File: config.mk
export PLATFORM = sky130hd
export DESIGN_NAME = rx_evt_fifo
export DESIGN_NICKNAME = d
export VERILOG_FILES = /design/src/rtl/rx_evt_pkg.sv /design/src/rtl/rx_evt_store.sv /design/src/rtl/rx_evt_batch.sv /design/src/rtl/rx_evt_track.sv /design/src/rtl/rx_evt_fifo.sv
export SDC_FILE = /design/constraint.sdc
export NUM_CORES = 2
export LEC_CHECK = 0
export BUFFER_PORTS_ARGS = -buffer_cell sky130_fd_sc_hd__buf_4
export CAP_MARGIN = 20
export CORE_MARGIN = 3
export CORE_UTILIZATION = 28
export DETAILED_ROUTE_END_ITERATION = 10
export PLACE_DENSITY = 0.42
export SETUP_SLACK_MARGIN = 0.05
export SYNTH_ARGS = -nofsm -noshare
export SYNTH_HDL_FRONTEND = slang
export SYNTH_SLANG_ARGS = --single-unit
export TNS_END_PERCENT = 50
File: constraint.sdc
create_clock -name clk -period 13.75 [get_ports clk]
set_input_delay 3.4375 -clock clk [delete_from_list [all_inputs] [get_ports clk]]
set_output_delay 3.4375 -clock clk [all_outputs]
set_load 0.05 [all_outputs]
File: src/rtl/rx_evt_pkg.sv
package rx_evt_pkg;
  localparam int FLAG_OVF = 0;
  localparam int FLAG_UDF = 1;

  typedef struct packed {
    logic udf;
    logic ovf;
  } err_flags_t;
endpackage

File: src/rtl/rx_evt_store.sv
module rx_evt_store #(
  parameter int DEPTH = 64,
  parameter int WIDTH = 32,
  localparam int AW = $clog2(DEPTH),
  localparam int CW = $clog2(DEPTH + 1)
) (
  input  logic             clk,
  input  logic             rst,
  input  logic             push,
  input  logic [WIDTH-1:0] wdata,
  input  logic             pop,
  output logic [WIDTH-1:0] rdata,
  output logic             push_ok,
  output logic             pop_ok,
  output logic             push_drop,
  output logic             pop_miss
);
  localparam logic [CW-1:0] FULL_CNT = CW'(DEPTH);

  logic [WIDTH-1:0] mem [DEPTH];
  logic [AW-1:0]    wptr, rptr;
  logic [CW-1:0]    fill;

  always_comb begin
    push_ok   = push && (fill != FULL_CNT);
    pop_ok    = pop && (fill != '0);
    push_drop = push && !push_ok;
    pop_miss  = pop && !pop_ok;
  end

  always_ff @(posedge clk) begin
    if (push_ok) mem[wptr] <= wdata;
  end

  always_ff @(posedge clk) begin
    if (rst) begin
      rdata <= '0;
    end else if (pop_ok) begin
      rdata <= mem[rptr];
    end else if (pop_miss) begin
      rdata <= '0;
    end
  end

  always_ff @(posedge clk) begin
    if (rst) begin
      wptr <= '0;
      rptr <= '0;
      fill <= '0;
    end else begin
      if (push_ok) wptr <= wptr + 1'b1;
      if (pop_ok)  rptr <= rptr + 1'b1;
      case ({push_ok, pop_ok})
        2'b10:   fill <= fill + 1'b1;
        2'b01:   fill <= fill - 1'b1;
        default: fill <= fill;
      endcase
    end
  end

  AST_FILL_BOUND: assert property (@(posedge clk) disable iff (rst)
    fill <= FULL_CNT);
  AST_FULL_DROP: assert property (@(posedge clk) disable iff (rst)
    (push && fill == FULL_CNT) |=> fill == $past(fill) - CW'($past(pop)));
  AST_EMPTY_ZERO: assert property (@(posedge clk) disable iff (rst)
    (pop && fill == '0) |=> rdata == '0);
endmodule

File: src/rtl/rx_evt_batch.sv
module rx_evt_batch #(
  parameter int TW = 6
) (
  input  logic          clk,
  input  logic          rst,
  input  logic          step,
  input  logic [TW-1:0] thr,
  output logic          done
);
  logic [TW-1:0] cnt;

  always_comb done = step && (({1'b0, cnt} + 1'b1) >= {1'b0, thr});

  always_ff @(posedge clk) begin
    if (rst) begin
      cnt <= '0;
    end else if (step) begin
      cnt <= done ? '0 : cnt + 1'b1;
    end
  end
endmodule

File: src/rtl/rx_evt_track.sv
module rx_evt_track #(
  parameter int PW = 7
) (
  input  logic clk,
  input  logic rst,
  input  logic set_b,
  input  logic clr_b,
  output logic evt
);
  logic [PW-1:0] pend, pend_nxt;

  always_comb begin
    case ({set_b, clr_b})
      2'b10:   pend_nxt = pend + 1'b1;
      2'b01:   pend_nxt = pend - 1'b1;
      default: pend_nxt = pend;
    endcase
  end

  always_ff @(posedge clk) begin
    if (rst) begin
      pend <= '0;
      evt  <= 1'b0;
    end else begin
      pend <= pend_nxt;
      evt  <= (pend_nxt != '0);
    end
  end

  AST_SET_RAISES: assert property (@(posedge clk) disable iff (rst)
    set_b |=> evt);
  AST_LAST_CLEARS: assert property (@(posedge clk) disable iff (rst)
    (clr_b && !set_b && pend == PW'(1)) |=> !evt);
  AST_COLLIDE_HOLDS: assert property (@(posedge clk) disable iff (rst)
    (set_b && clr_b) |=> evt);
endmodule

File: src/rtl/rx_evt_fifo.sv
module rx_evt_fifo #(
  parameter int DEPTH   = 64,
  parameter int WIDTH   = 32,
  parameter int CFG_W   = 8,
  parameter int MAX_THR = 32
) (
  input  logic             clk,
  input  logic             rst,
  input  logic             push_valid,
  input  logic [WIDTH-1:0] push_data,
  input  logic             pop_req,
  output logic [WIDTH-1:0] pop_data,
  input  logic [CFG_W-1:0] thr_cfg,
  input  logic [1:0]       flag_clr,
  output logic             dma_evt,
  output logic             ovf_flag,
  output logic             udf_flag
);
  import rx_evt_pkg::*;

  localparam int TW = $clog2(MAX_THR + 1);
  localparam int PW = $clog2(DEPTH + 1);

  logic          push_ok, pop_ok, push_drop, pop_miss;
  logic          set_b, clr_b;
  logic [TW-1:0] thr_eff;
  err_flags_t    flg;

  always_comb begin
    if (thr_cfg == '0)
      thr_eff = TW'(1);
    else if (thr_cfg > CFG_W'(MAX_THR))
      thr_eff = TW'(MAX_THR);
    else
      thr_eff = TW'(thr_cfg);
  end

  rx_evt_store #(.DEPTH(DEPTH), .WIDTH(WIDTH)) u_store (
    .clk(clk), .rst(rst), .push(push_valid), .wdata(push_data),
    .pop(pop_req), .rdata(pop_data), .push_ok(push_ok), .pop_ok(pop_ok),
    .push_drop(push_drop), .pop_miss(pop_miss)
  );

  rx_evt_batch #(.TW(TW)) u_pin_batch (
    .clk(clk), .rst(rst), .step(push_ok), .thr(thr_eff), .done(set_b)
  );

  rx_evt_batch #(.TW(TW)) u_dma_batch (
    .clk(clk), .rst(rst), .step(pop_ok), .thr(thr_eff), .done(clr_b)
  );

  rx_evt_track #(.PW(PW)) u_track (
    .clk(clk), .rst(rst), .set_b(set_b), .clr_b(clr_b), .evt(dma_evt)
  );

  always_ff @(posedge clk) begin
    if (rst) begin
      flg <= '0;
    end else begin
      flg.ovf <= push_drop || (flg.ovf && !flag_clr[FLAG_OVF]);
      flg.udf <= pop_miss  || (flg.udf && !flag_clr[FLAG_UDF]);
    end
  end

  assign ovf_flag = flg.ovf;
  assign udf_flag = flg.udf;

  AST_OVF_STICKY: assert property (@(posedge clk) disable iff (rst)
    (ovf_flag && !flag_clr[FLAG_OVF]) |=> ovf_flag);
  AST_UDF_STICKY: assert property (@(posedge clk) disable iff (rst)
    (udf_flag && !flag_clr[FLAG_UDF]) |=> udf_flag);
  AST_SET_WINS: assert property (@(posedge clk) disable iff (rst)
    (push_drop && flag_clr[FLAG_OVF]) |=> ovf_flag);
endmodule

==> flow_summary.yaml <==
run_status:
  run_status: "finished, final reports clean"
floorplanning:
  fp.dieH_um: 548.6
  floorplan.initialDensity_pct: 28.24
  ios: 81
  fp.dieArea_um2: 300900
  core_area_um2: 291800
  die_width_um: 548.6
  floorplan.rows: 198
worst_setup_path:
  critical_path_required_ns: 14.49
  crit_path_max_fanout: 11
  crit_path_cells: "buf_4, nor3_1, o21a_1, ha_1, nand2b_1, a21o_1, a21o_1, a21oi_1, o221ai_1, and2_1, ha_1, xor2_1, ha_1, a21oi_1, xor2_1, nor2_1, xnor2_1, o2111a_1, a31oi_1"
  crit_path_max_incr_delay_ns: 0.52
  worstRegToRegCells: 9
  master_of_the_slowest_instance_on_the_critical_path: "nor3_1"
  crit_arrival_ns: 7.46
  critical_path.startpoint_type: "primary input"
  cp_top_family: "compound AO/OA/AOI/OAI gates"
  timing.critical_path.mode_cell: "ha_1"
  wp_buf_inv: 1
  worst-r2r-setup-slack_ns: 8.95
  r2r_end: "u_store.rdata[16]$_SDFFE_PP0P_"
  setup.worst_path.class: "in -> reg"
  critical_path.endpoint_type: "flop"
detailed_routing:
  drt_iter0_markers: 3877
  dr.pass1.iters: 7
  dr_total_vias: 39820
  drt-wirelength-per-cell_um: 30.18
  postRouteAntennaNets: 0
  avgViaCountPerCell: 4.881
  detail_route.wirelength_um: 246200
  drc: 0
cts:
  postCtsHoldBufs: 0
  cts_setup_buffers: 0
  clkTransAtPathRegs_ns: 0.06
  root_buffer: "clkbuf_16"
  cts_tree: "built"
  clkSinkCount: 2127
  cts_buffers: 224
  ctsResizeCount: 0
  worst_skew_pair.late_latency_ns: 0.87
  number_of_levels_the_h_tree_was_split_into: 4
  clk_path_buf_depth: 3
timing:
  tightest_slew_ns: 1.226
  relSlewSlack_pct: 18.09
  slew_viol_final: 0
  final_period_minus_worst_setup_slack_ns: 6.720
  finalCritPeriodShare_pct: 48.87
  grt_setup_unrepaired: "no"
  fmax_mhz: 148.8
  setup-tns-final_ns: 0
  hold_viol_final: 0
  setup-violations-final: 0
  fin_worst_skew_ns: 0.05852
hold_path:
  worstHoldPathType: "reg -> reg"
  whs_endpoint: "u_store.rdata[10]$_SDFFE_PP0P_"
  min_path_cells: 2
  min-delay-start: "u_store.rdata[10]$_SDFFE_PP0P_"
placed_design:
  place.detailed.hpwl_um: 141900
  io_buffer_count: 80
  place_congestion: 0.7476
  numPlacedInstances: 7734
finish:
  seq_area_um2: 63100
  layout-area-overhead-vs-synth_pct: 15.81
  multiInputGateArea_um2: 18560
  final_layout_size_suffix_gt1_share_pct: 26.43
  finalNonFillerCells: 8157
  final.fill_count: 27890
  fin_nets: 4132
yosys:
  synth-seq-area-share_pct: 76.53
  synthesis.area_um2: 82420
  area_leader_netlist: "edfxtp_1"
  yosysWarningCount: 0
  postSynthNetCount: 3915
  synth.ff_latch_count: 2127
  yosys-top-cells-count: "edfxtp_1 (2048), mux4_2 (511), nor2_1 (130), mux2i_1 (123), nand2_1 (111)"
  post_synth_main_area_contributors: "edfxtp_1 (75%), mux4_2 (14%), dfxtp_1 (1.9%)"
  number_of_distinct_library_cells_after_synthesis: 72
  synth-edff-count: 2048
  synth_cells: 3843
  synthArstFlopShare_pct: 0
  netlist.area_leader.share_pct: 74.62
  postSynth.topFlopCell: "edfxtp_1"
  synth_most_common_cell: "edfxtp_1"
  synth_area_per_cell_um2: 21.45
grt:
  first_global_vias: 40930
  overall_overflow_remaining_after_global_route: 0
  grt_usage_pct: 16.13
  grt_max_degree: 113
  grt_pass1_wl_um: 341200
  number_of_antenna_violations_at_the_first_check_in_global_routing: 19
power_and_ir_drop:
  powerDensity_nw_per_um2: 163.6
  leakagePower_nw: 28.39
  ir_drop_mv: 0.1268
flow_run:
  maxCapViolations: 0
## through the flow
| step | utilization [%] | hold WS (ns) | area (um^2) | worst slack, ns | power [W] |
|---|---|---|---|---|---|
| floorplan | - | 0.4656 | 82420 | 6.727 | 0.008985 |
| global placement | 30.22 | 0.4657 | 88180 | 6.068 | 0.009871 |
| detailed placement | 30.22 | 0.4684 | 88180 | 6.109 | 0.009876 |
| CTS | 32.70 | 0.4817 | 95440 | 7.075 | 0.01588 |
| global route | 32.70 | 0.5091 | 95440 | 6.681 | 0.01622 |
| finish | 32.71 | 0.4754 | 95450 | 7.030 | 0.01561 |
## registers in the layout (all words and copies together) (netlist names), named ones only
register	flops
ovf_flag	1
u_dma_batch.cnt	6
u_pin_batch.cnt	6
u_store.fill	7
u_store.mem	2048
u_store.rdata	32
u_store.rptr	6
u_store.wptr	6
u_track.evt	1
u_track.pend	7
udf_flag	1
## worst max-delay path by stage
stage                    start                      to  cells after the start  slack (ns)
floorplan           thr_cfg[7]  u_track.evt$_SDFF_PP0_                     19        6.73
CTS                 thr_cfg[7]  u_track.evt$_SDFF_PP0_                     18        7.08
detailed placement  thr_cfg[7]  u_track.evt$_SDFF_PP0_                     18        6.11
global route        thr_cfg[7]  u_track.evt$_SDFF_PP0_                     19        6.68
global placement    thr_cfg[7]  u_track.evt$_SDFF_PP0_                     18        6.07
finish              thr_cfg[7]  u_track.evt$_SDFF_PP0_                     19        7.03
## worst min-delay path: cells and delay by family (launching register included)
| kind | cells | cell delay, ns |
|---|---|---|
| compound gates | 1 | 0.06 |
| simple gates | 1 | 0.05 |
| flops | 1 | 0.34 |
## metal layers
metal  global-route usage [%]  wire (um)
met2                    26.94     121300
met5                        0         57
met1                    22.10     108300
met3                    2.629      11500
met4                    3.569       5021
## cell usage in the layout, fill, tap and decap left out, types with 11 or more instances in the layout
| cell type | n |
|---|---|
| nand2_1 | 111 |
| bufinv_16 | 18 |
| a21oi_1 | 56 |
| a22oi_1 | 59 |
| xor2_1 | 18 |
| xnor2_1 | 15 |
| clkbuf_16 | 224 |
| o22ai_1 | 27 |
| mux2_2 | 15 |
| nand3_1 | 40 |
| buf_4 | 189 |
| o21ai_0 | 31 |
| nor3_1 | 20 |
| clkinv_1 | 66 |
| a211oi_1 | 48 |
| nand2b_1 | 14 |
| nor2b_1 | 56 |
| mux2i_1 | 123 |
| clkbuf_1 | 41 |
| mux4_2 | 511 |
| o21ai_1 | 16 |
| nor2_4 | 66 |
| dfxtp_1 | 73 |
| edfxtp_1 | 2048 |
| ha_1 | 25 |
| clkinvlp_4 | 11 |
| clkinv_2 | 38 |
| a31oi_1 | 11 |
| nor4_1 | 12 |
| nand4_1 | 12 |
| nor2_1 | 64 |
## cell families (layout without fill, tap and decap cells)
logic type / count (synthesis) / in the layout / share of synthesized area, %
DFF: 2127 / 2127 / 76.53
muxes: 656 / 656 / 15.76
and+or+nand+nor: 452 / 452 / 2.660
AOI/OAI and AO/OA: 330 / 330 / 2.728
buffers and inverters: 219 / 628 / 1.567
xor gates and xnor gates: 33 / 33 / 0.3507
adders and majority gates: 26 / 26 / 0.4038
other: 0 / 5 / 0
## power breakdown
group	switching (W)	total, W	internal (W)
registers	0.000143	0.00735	0.00720
clock network	0.00261	0.00595	0.00335
logic	0.00137	0.00231	0.000940
total	0.00412	0.0156	0.0115
## final cells by class
cell class | instances | share of cell area (%)
diodes | 5 | 0.01311
clock buffers | 265 | 6.034
clock inverters | 153 | 1.568
inverters | 11 | 0.04326
multi-input cells | 1497 | 19.44
flip-flops and latches | 2127 | 66.11
well taps | 3900 | 5.112
repair buffers | 199 | 1.680
Power figures use the tool's default switching activity.
